`src/rtl/mle_pkg.sv`:
```
package mle_pkg;

    typedef enum logic {
        PH_FIRST  = 1'b0,
        PH_SECOND = 1'b1
    } phase_e;

    typedef struct packed {
        logic   active;
        logic   manch;
        logic   first_lvl;
        phase_e phase;
    } cell_t;

    localparam cell_t CELL_RESET = '{
        active:    1'b0,
        manch:     1'b0,
        first_lvl: 1'b0,
        phase:     PH_FIRST
    };

    // Level of the opening half-cell for a Manchester bit.
    function automatic logic first_half_level(input logic data, input logic inv);
        return data ^ inv;
    endfunction

    // Line level implied by a cell state.
    function automatic logic cell_level(input cell_t c, input logic idle_lvl);
        logic lvl;
        if (!c.active) begin
            lvl = idle_lvl;
        end else if (!c.manch) begin
            lvl = c.first_lvl;
        end else if (c.phase == PH_FIRST) begin
            lvl = c.first_lvl;
        end else begin
            lvl = ~c.first_lvl;
        end
        return lvl;
    endfunction

endpackage

```
`src/rtl/mle_cell_gen.sv`:
```
module mle_cell_gen
    import mle_pkg::*;
#(
    parameter logic IDLE_LEVEL = 1'b1
) (
    input  logic  bit_stb,
    input  logic  half_stb,
    input  logic  nrz_in,
    input  logic  frame_act,
    input  logic  manch_en,
    input  logic  pol_inv,
    input  cell_t cell_cur,
    output cell_t cell_nxt,
    output logic  lvl_nxt
);

    logic mid_ok;

    // A midpoint strobe only acts on a live Manchester cell still in its first half.
    assign mid_ok = half_stb && cell_cur.active && cell_cur.manch &&
                    (cell_cur.phase == PH_FIRST);

    always_comb begin
        cell_nxt = cell_cur;
        if (bit_stb) begin
            cell_nxt.active    = frame_act;
            cell_nxt.manch     = manch_en;
            cell_nxt.first_lvl = manch_en ? first_half_level(nrz_in, pol_inv) : nrz_in;
            cell_nxt.phase     = PH_FIRST;
        end else if (mid_ok) begin
            cell_nxt.phase = PH_SECOND;
        end
    end

    assign lvl_nxt = cell_level(cell_nxt, IDLE_LEVEL);

endmodule

```
`src/rtl/mle_state_reg.sv`:
```
module mle_state_reg
    import mle_pkg::*;
#(
    parameter logic IDLE_LEVEL = 1'b1
) (
    input  logic  clk,
    input  logic  rst,
    input  cell_t cell_d,
    input  logic  lvl_d,
    output cell_t cell_q,
    output logic  lvl_q
);

    always_ff @(posedge clk) begin
        if (rst) begin
            cell_q <= CELL_RESET;
            lvl_q  <= IDLE_LEVEL;
        end else begin
            cell_q <= cell_d;
            lvl_q  <= lvl_d;
        end
    end

endmodule

```
`src/rtl/manchester_line_enc.sv`:
```
module manchester_line_enc
    import mle_pkg::*;
#(
    parameter logic IDLE_LEVEL = 1'b1
) (
    input  logic clk,
    input  logic rst,
    input  logic nrz_in,
    input  logic bit_stb,
    input  logic half_stb,
    input  logic frame_act,
    input  logic manch_en,
    input  logic pol_inv,
    output logic line_out
);

    cell_t cell_cur;
    cell_t cell_nxt;
    logic  lvl_nxt;

    mle_cell_gen #(
        .IDLE_LEVEL(IDLE_LEVEL)
    ) u_gen (
        .bit_stb  (bit_stb),
        .half_stb (half_stb),
        .nrz_in   (nrz_in),
        .frame_act(frame_act),
        .manch_en (manch_en),
        .pol_inv  (pol_inv),
        .cell_cur (cell_cur),
        .cell_nxt (cell_nxt),
        .lvl_nxt  (lvl_nxt)
    );

    mle_state_reg #(
        .IDLE_LEVEL(IDLE_LEVEL)
    ) u_reg (
        .clk   (clk),
        .rst   (rst),
        .cell_d(cell_nxt),
        .lvl_d (lvl_nxt),
        .cell_q(cell_cur),
        .lvl_q (line_out)
    );

endmodule

```
`config.mk`:
```
export PLATFORM = sky130hd
export DESIGN_NAME = manchester_line_enc
export DESIGN_NICKNAME = d
export VERILOG_FILES = /design/src/rtl/mle_pkg.sv /design/src/rtl/mle_cell_gen.sv /design/src/rtl/mle_state_reg.sv /design/src/rtl/manchester_line_enc.sv
export SDC_FILE = /design/constraint.sdc
export NUM_CORES = 1
export LEC_CHECK = 0
export ABC_CLOCK_PERIOD_IN_PS = 1400
export BUFFER_PORTS_ARGS = -buffer_cell sky130_fd_sc_hd__buf_2
export CAP_MARGIN = 20
export CORE_AREA = 3 3 40 42
export DETAILED_ROUTE_END_ITERATION = 8
export DIE_AREA = 0 0 43 45
export GPL_TIMING_DRIVEN = 0
export HOLD_SLACK_MARGIN = 0.08
export PLACE_DENSITY = 0.41
export SLEW_MARGIN = 20
export SYNTH_ARGS = -nofsm -noshare
export SYNTH_HDL_FRONTEND = slang
export SYNTH_SLANG_ARGS = --single-unit
```
`constraint.sdc`:
```
create_clock -name clk -period 1.4 [get_ports clk]
set_clock_uncertainty 0.15 [all_clocks]
set_input_delay 0.21 -clock clk [delete_from_list [all_inputs] [get_ports clk]]
set_output_delay 0.21 -clock clk [all_outputs]
set_load 0.1 [all_outputs]
```
==> run summary, run 1 <==
YOSYS
-------------------------------------------------------------------------------
Sequential cell area fraction in the yosys report ................        0.460
Number of distinct library cells after synthesis .................           16
Synthesized area .................................................      218 µm²
Post-synth net total .............................................           31
Syn Area/Cell ....................................................     9.47 µm²
Count of synthesis-stage warnings from yosys .....................            0
Gate count of the mapped netlist .................................           23
#FFs+latches synth ...............................................            5

POWER AND IR DROP
-------------------------------------------------------------------------------
Sequential share of power ........................................        0.412
Power density over cell area .....................................  1150 nW/µm²
Clock Power Share ................................................        0.444
Internal cell power ..............................................     0.281 mW
Max IR drop VDD ..................................................     0.622 mV
Total leakage power ..............................................     0.143 nW
Total power ......................................................     0.372 mW
Net Switching ....................................................    0.0908 mW
Part of the power in combinational logic .........................        0.144
Switching fraction of total power ................................        0.244

HOLD PATH
-------------------------------------------------------------------------------
Worst hold endpoint .............................................. u_reg.cell_q[2]$_SDFF_PP0_
Worst min-delay path class ....................................... input pin to register
Hold Path Origin .................................................     manch_en
Worst Hold Path Cells ............................................            3

TIMING
-------------------------------------------------------------------------------
Worst-margin pin slew ............................................     0.482 ns
Final clock period utilization by the worst path .................        0.935
RSZ-0062 raised after global routing .............................        false
Final Slew Violations ............................................            0
Final min period .................................................      1.31 ns
Accumulated negative setup slack .................................         0 ns
Maximum frequency from static timing analysis ....................    0.764 GHz
Number of endpoints with negative hold slack in the final report .            0
Slew HR ..........................................................        0.681
Count of endpoints failing setup in the final report .............            0

RUN
-------------------------------------------------------------------------------
Reported max-cap violation count .................................            0

SETUP PATH
-------------------------------------------------------------------------------
Slowest cell on the critical path ................................ sky130_fd_sc_hd__buf_2
Capturing point of the worst reg2reg path ........................ u_reg.lvl_q$_SDFF_PP1_
Start of the worst register-to-register path ..................... u_reg.cell_q[3]$_SDFF_PP0_
Maximum cell stage delay along the critical path .................      0.41 ns
Classification of the worst setup path ........................... register to primary output
Number of buffers and inverters on the critical path .............            1
Count of cells along the worst register-to-register path .........            3
Cell chain of the critical path ..................................        buf_2
Arrival @ worst endpoint .........................................      0.95 ns
Required @ worst endpoint ........................................      1.04 ns
Setup slack of the worst register-to-register path ...............      0.24 ns
Launch point of the critical path ................................ u_reg.lvl_q$_SDFF_PP1_
Type of element launching the critical path ......................     register
Crit path capture type ........................................... primary output
Cell family with most CP delay ................................... buffers and inverters
Worst-path maximum fanout ........................................            1

CLOCKING
-------------------------------------------------------------------------------
Worst skew pair latency ..........................................      0.24 ns
Max Root-Sink Buffers ............................................            2
Clock slew at reported path FFs ..................................      0.05 ns
Count of clock tree sinks ........................................            5
H-tree levels ....................................................            1
TritonCTS clock tree .............................................          yes
Root buffer selected by CTS ...................................... sky130_fd_sc_hd__clkbuf_4
Total clock buffers created by CTS ...............................            3

FLOORPLAN
-------------------------------------------------------------------------------
Vertical extent of the die .......................................        45 µm
Width of the die .................................................        43 µm
Die area .........................................................     1940 µm²
Area inside the core boundary ....................................     1280 µm²
Initial core utilization .........................................        0.169
IO Pins ..........................................................            9
Cell row count ...................................................           13

DRT
-------------------------------------------------------------------------------
DR vias/cell .....................................................         3.94
Drc violations ...................................................            0
Iter 0 DRT Violations ............................................            2
Wire length per cell after detailed routing ......................      10.3 µm
Routed Wire Length ...............................................       523 µm
Total vias in the final route ....................................          201
Detailed-routing iteration count for the pre-antenna-repair pass .            4
Post-DRT Antenna Nets ............................................            0

GLOBAL ROUTING
-------------------------------------------------------------------------------
Overall track demand over capacity in global routing .............       0.0633
Total grt overflow ...............................................            0
Maximum number of pins on one net before global-route repair .....            8
Global-route wire length before repair ...........................       848 µm
Via count of the first global-routing pass .......................          233
Antenna violations before repair .................................            0

LAYOUT
-------------------------------------------------------------------------------
Area of all placed cells without fillers .........................      324 µm²
Area added between synthesis and finish ..........................        48.9%
Number of nets in the finished design ............................           45
Most common cell after layout, fill and taps aside ............... sky130_fd_sc_hd__buf_2
Most frequent cells in the layout ................................ 7 x sky130_fd_sc_hd__buf_2, 5 x sky130_fd_sc_hd__dfxtp_1, 3 x sky130_fd_sc_hd__clkbuf_4
Fraction of layout cells with a size suffix above 1 ..............        0.361
Fill cells .......................................................          142
Number of inserted diodes ........................................            0

PLACEMENT
-------------------------------------------------------------------------------
Final HPWL from detailed placement ...............................       355 µm
Instance area after placement ....................................      272 µm²
Final weighted congestion in routability-driven placement ........        0.727
Port buffer count ................................................            7

OUTCOME
-------------------------------------------------------------------------------
Outcome .......................................................... finished, final reports clean

==> state kept, by name, indices dropped and copies added, names as in the netlist <==
signal and count:
u_reg.lvl_q 1, u_reg.cell_q 4
==> timing repair <==
item                                    in CTS  in global routing
hold buffers                                 2                  0
hold endpoints to repair                     4                  0
setup buffers                                0                  0
resized for setup                            0                  1
endpoints found under the setup margin       0                  1
==> power groups by stage <==
stage	Combinational [mW]	Clock [mW]	Sequential (mW)
6_report	0.0538	0.165	0.153
5_1_grt	0.0587	0.184	0.154
4_1_cts	0.0532	0.176	0.153
3_5_place_dp	0.0475	0	0.156
3_3_place_gp	0.0476	0	0.156
2_1_floorplan	0.0216	0	0.166
==> per-layer routing <==
metal | vias to the layer above | GRT usage | wire length (µm)
met5 | - | 0 | 0
met2 | 2 | 0.129 | 315
met4 | 0 | 0 | 0
li1 | 110 | - | -
met1 | 89 | 0.0435 | 190
met3 | 0 | 0.0598 | 17
==> worst max-delay path by stage <==
| stage | to | slack, ns | cells after the start |
|---|---|---|---|
| floorplan | line_out | 0.13 | 0 |
| global placement | u_reg.lvl_q$_SDFF_PP1_ | 0.16 | 4 |
| detailed placement | u_reg.lvl_q$_SDFF_PP1_ | 0.17 | 4 |
| CTS | u_reg.lvl_q$_SDFF_PP1_ | 0.03 | 4 |
| global route | u_reg.lvl_q$_SDFF_PP1_ | 0.03 | 4 |
| finish | line_out | 0.09 | 1 |
==> Yosys cell counts <==
| library cell | count | area, µm² |
|---|---|---|
| sky130_fd_sc_hd__dfxtp_1 | 5 | 100 |
| sky130_fd_sc_hd__a31oi_1 | 2 | 12.5 |
| sky130_fd_sc_hd__mux2i_1 | 2 | 20.0 |
| sky130_fd_sc_hd__nor2_1 | 2 | 7.51 |
| sky130_fd_sc_hd__a21bo_2 | 1 | 10.0 |
| sky130_fd_sc_hd__a21o_1 | 1 | 7.51 |
| sky130_fd_sc_hd__a21oi_1 | 1 | 5.00 |
| sky130_fd_sc_hd__a311oi_1 | 1 | 8.76 |
| sky130_fd_sc_hd__clkbuf_2 | 1 | 5.00 |
| sky130_fd_sc_hd__inv_1 | 1 | 3.75 |
| sky130_fd_sc_hd__nand2_1 | 1 | 3.75 |
| sky130_fd_sc_hd__nand2b_1 | 1 | 6.26 |
| sky130_fd_sc_hd__nand3b_1 | 1 | 7.51 |
| sky130_fd_sc_hd__nor2b_1 | 1 | 6.26 |
| sky130_fd_sc_hd__nor3_1 | 1 | 5.00 |
| sky130_fd_sc_hd__nor4b_1 | 1 | 8.76 |
==> worst reg2reg max path, delay by kind of cell, from the launching register on <==
family / cells / cell delay, ns
DFF: 1 / 0.32
muxes: 1 / 0.11
AOI/OAI and AO/OA: 2 / 0.47
==> cells by family (layout without fill, tap and decap cells) <==
kind of cell | after synthesis | in the layout | share of synthesized area
and+or+nand+nor | 8 | 8 | 0.207
buffers and inverters | 2 | 15 | 0.0402
muxes | 2 | 2 | 0.0920
AOI/OAI and AO/OA | 6 | 6 | 0.201
DFF | 5 | 5 | 0.460
==> area by class of cell <==
cell class                      instances  area, µm²  share of cell area
Tap cell                               15       18.8              0.0579
Multi-Input combinational cell         16        115               0.355
Buffer                                  1       5.00              0.0154
Clock buffer                            4       26.3              0.0811
Timing Repair Buffer                    9       55.1               0.170
Inverter                                1       3.75              0.0116
Sequential cell                         5        100               0.309
==> through the flow <==
stage / instances / hold WS (ns) / utilization / worst slack [ns]
2_1_floorplan: 23 / 0.129 / - / 0.131
3_3_place_gp: 45 / 0.312 / 0.211 / 0.160
3_5_place_dp: 45 / 0.300 / 0.211 / 0.171
4_1_cts: 51 / 0.0900 / 0.247 / 0.0344
5_1_grt: 51 / 0.109 / 0.252 / 0.0326
6_report: 51 / 0.0975 / 0.252 / 0.0910
Power figures use the tool's default switching activity.
==> run 2: changes to the inputs <==
CELL_PAD_IN_SITES_DETAIL_PLACEMENT = 0   (was unset)
CELL_PAD_IN_SITES_GLOBAL_PLACEMENT = 1   (was unset)
PLACE_DENSITY = 0.49   (was 0.41)
==> run summary, run 2 (synthesis gave the netlist of run 1 again) <==
OUTCOME
-------------------------------------------------------------------------------
Outcome .......................................................... finished, final reports clean

LAYOUT
-------------------------------------------------------------------------------
Most common cell after layout, fill and taps aside ............... sky130_fd_sc_hd__buf_2
Fill cells .......................................................          141
Number of nets in the finished design ............................           44
Number of inserted diodes ........................................            0
Area added between synthesis and finish ..........................        41.4%
Fraction of layout cells with a size suffix above 1 ..............        0.343
Largest registers ranked by flip-flop count ...................... u_reg.cell_q x4, u_reg.lvl_q x1
Biggest register ................................................. u_reg.cell_q
Area of all placed cells without fillers .........................      308 µm²
Post-route insts no fill .........................................           50
Most frequent cells in the layout ................................ 7 x sky130_fd_sc_hd__buf_2, 5 x sky130_fd_sc_hd__dfxtp_1, 3 x sky130_fd_sc_hd__clkbuf_4
Flip-flop count of the largest register after layout .............            4

CLOCKING
-------------------------------------------------------------------------------
TritonCTS clock tree .............................................          yes
Total clock buffers created by CTS ...............................            3
Clock slew at reported path FFs ..................................      0.04 ns
Post-cts sizing count ............................................            0
Root buffer selected by CTS ...................................... sky130_fd_sc_hd__clkbuf_4
Worst skew pair latency ..........................................      0.24 ns
H-tree levels ....................................................            1
Count of clock tree sinks ........................................            5
Max Root-Sink Buffers ............................................            2

PLACEMENT
-------------------------------------------------------------------------------
Port buffer count ................................................            7
Final weighted congestion in routability-driven placement ........        0.706
Instance area after placement ....................................      272 µm²
Cell total after placement .......................................           45
Final HPWL from detailed placement ...............................       393 µm
Pre-CTS setup slack ..............................................     0.162 ns

POWER AND IR DROP
-------------------------------------------------------------------------------
Total leakage power ..............................................     0.138 nW
Power density over cell area .....................................  1210 nW/µm²
Max IR drop VDD ..................................................     0.257 mV

SETUP PATH
-------------------------------------------------------------------------------
Maximum cell stage delay along the critical path .................      0.53 ns
Arrival @ worst endpoint .........................................      1.29 ns
Worst-path maximum fanout ........................................            6
Count of cells along the worst register-to-register path .........            3
Type of element launching the critical path ......................    input pin
Cell chain of the critical path .................................. dlygate4sd3_1 > buf_2 > nor4b_1 > mux2i_1
Classification of the worst setup path ........................... input pin to register
Setup slack of the worst register-to-register path ...............      0.23 ns
Slowest cell on the critical path ................................ sky130_fd_sc_hd__dlygate4sd3_1
Required @ worst endpoint ........................................      1.37 ns
Crit path capture type ...........................................     register

DRT
-------------------------------------------------------------------------------
Iter 0 DRT Violations ............................................            1
Wire length per cell after detailed routing ......................      10.4 µm
Drc violations ...................................................            0
Post-DRT Antenna Nets ............................................            0
Detailed-routing iteration count for the pre-antenna-repair pass .            2
Routed Wire Length ...............................................       518 µm
Total vias in the final route ....................................          212
DR vias/cell .....................................................         4.24

TIMING
-------------------------------------------------------------------------------
Count of endpoints failing setup in the final report .............            0
Final min period .................................................      1.32 ns
Worst Slack Setup Final ..........................................    0.0787 ns
Slew HR ..........................................................        0.677
Worst-margin pin slew ............................................     0.488 ns
Final clock period utilization by the worst path .................        0.944
Number of endpoints with negative hold slack in the final report .            0
Maximum frequency from static timing analysis ....................    0.757 GHz
RSZ-0062 raised after global routing .............................        false
Accumulated negative setup slack .................................         0 ns
Final Slew Violations ............................................            0

FLOORPLAN
-------------------------------------------------------------------------------
Cell row count ...................................................           13
IO Pins ..........................................................            9
Die area .........................................................     1940 µm²
Vertical extent of the die .......................................        45 µm
Area inside the core boundary ....................................     1280 µm²
Initial core utilization .........................................        0.169
Width of the die .................................................        43 µm

GLOBAL ROUTING
-------------------------------------------------------------------------------
Via count of the first global-routing pass .......................          200
Global-route wire length before repair ...........................       814 µm
Maximum number of pins on one net before global-route repair .....            8
Total grt overflow ...............................................            0
Antenna violations before repair .................................            0
Overall track demand over capacity in global routing .............       0.0642

RUN
-------------------------------------------------------------------------------
Reported max-cap violation count .................................            0

HOLD PATH
-------------------------------------------------------------------------------
Worst Hold Path Cells ............................................            2
Worst min-delay path class ....................................... input pin to register

==> run 2: cell count changes in the layout (fill, tap and decap cells not counted), sizes merged <==
cell,before,now
dlygate4sd3,2,1
==> run 2: path summary, 6_finish.rpt <==
kind	to	startpoint
max	u_reg.lvl_q$_SDFF_PP1_	rst
min	u_reg.cell_q[0]$_SDFF_PP0_	bit_stb
max reg2reg	u_reg.lvl_q$_SDFF_PP1_	u_reg.cell_q[3]$_SDFF_PP0_
min reg2reg	u_reg.cell_q[0]$_SDFF_PP0_	u_reg.cell_q[0]$_SDFF_PP0_
==> run 2: final cells by class <==
class,instances,area (µm²),share of cell area
buffer,1,5.00,0.0163
clock buffer,4,26.3,0.0854
inverter,1,3.75,0.0122
multi-input combinational,16,109,0.354
sequential,5,100,0.325
tap,15,18.8,0.0610
timing repair buffer,8,45.0,0.146
==> run 2: what timing repair did <==
| action | 4_1_cts | 5_1_grt |
|---|---|---|
| setup buffers | 0 | 0 |
| hold buffers | 1 | 0 |
| hold endpoints to repair | 4 | 0 |
| setup endpoints to repair | 0 | 0 |
==> run 2: where the power goes <==
group	internal, mW	total, mW	switching, mW
registers	0.150	0.153	0.00325
logic	0.0217	0.0513	0.0296
clock network	0.108	0.168	0.0604
total	0.279	0.373	0.0932
==> run 2: worst max-delay path, delay by kind of cell <==
| family | cells | cell delay [ns] |
|---|---|---|
| AND/OR/NAND/NOR | 1 | 0.28 |
| multiplexers | 1 | 0.11 |
| buffers and inverters | 2 | 0.68 |
==> run 2: routing by layer <==
metal	global-route usage	wire length, µm	vias to the layer above
li1	-	-	106
met1	0.0580	212	99
met2	0.0898	267	5
met3	0.0319	33	2
met4	0.0904	4	0
met5	0	0	-
==> run 2: per-stage QoR <==
stage / util / power, mW / hold slack, ns
after floorplan: - / 0.187 / 0.129
after CTS: 0.240 / 0.380 / 0.102
after global routing: 0.240 / 0.392 / 0.115
final: 0.240 / 0.373 / 0.104
after detailed placement: 0.211 / 0.205 / 0.306
after global placement: 0.211 / 0.203 / 0.301
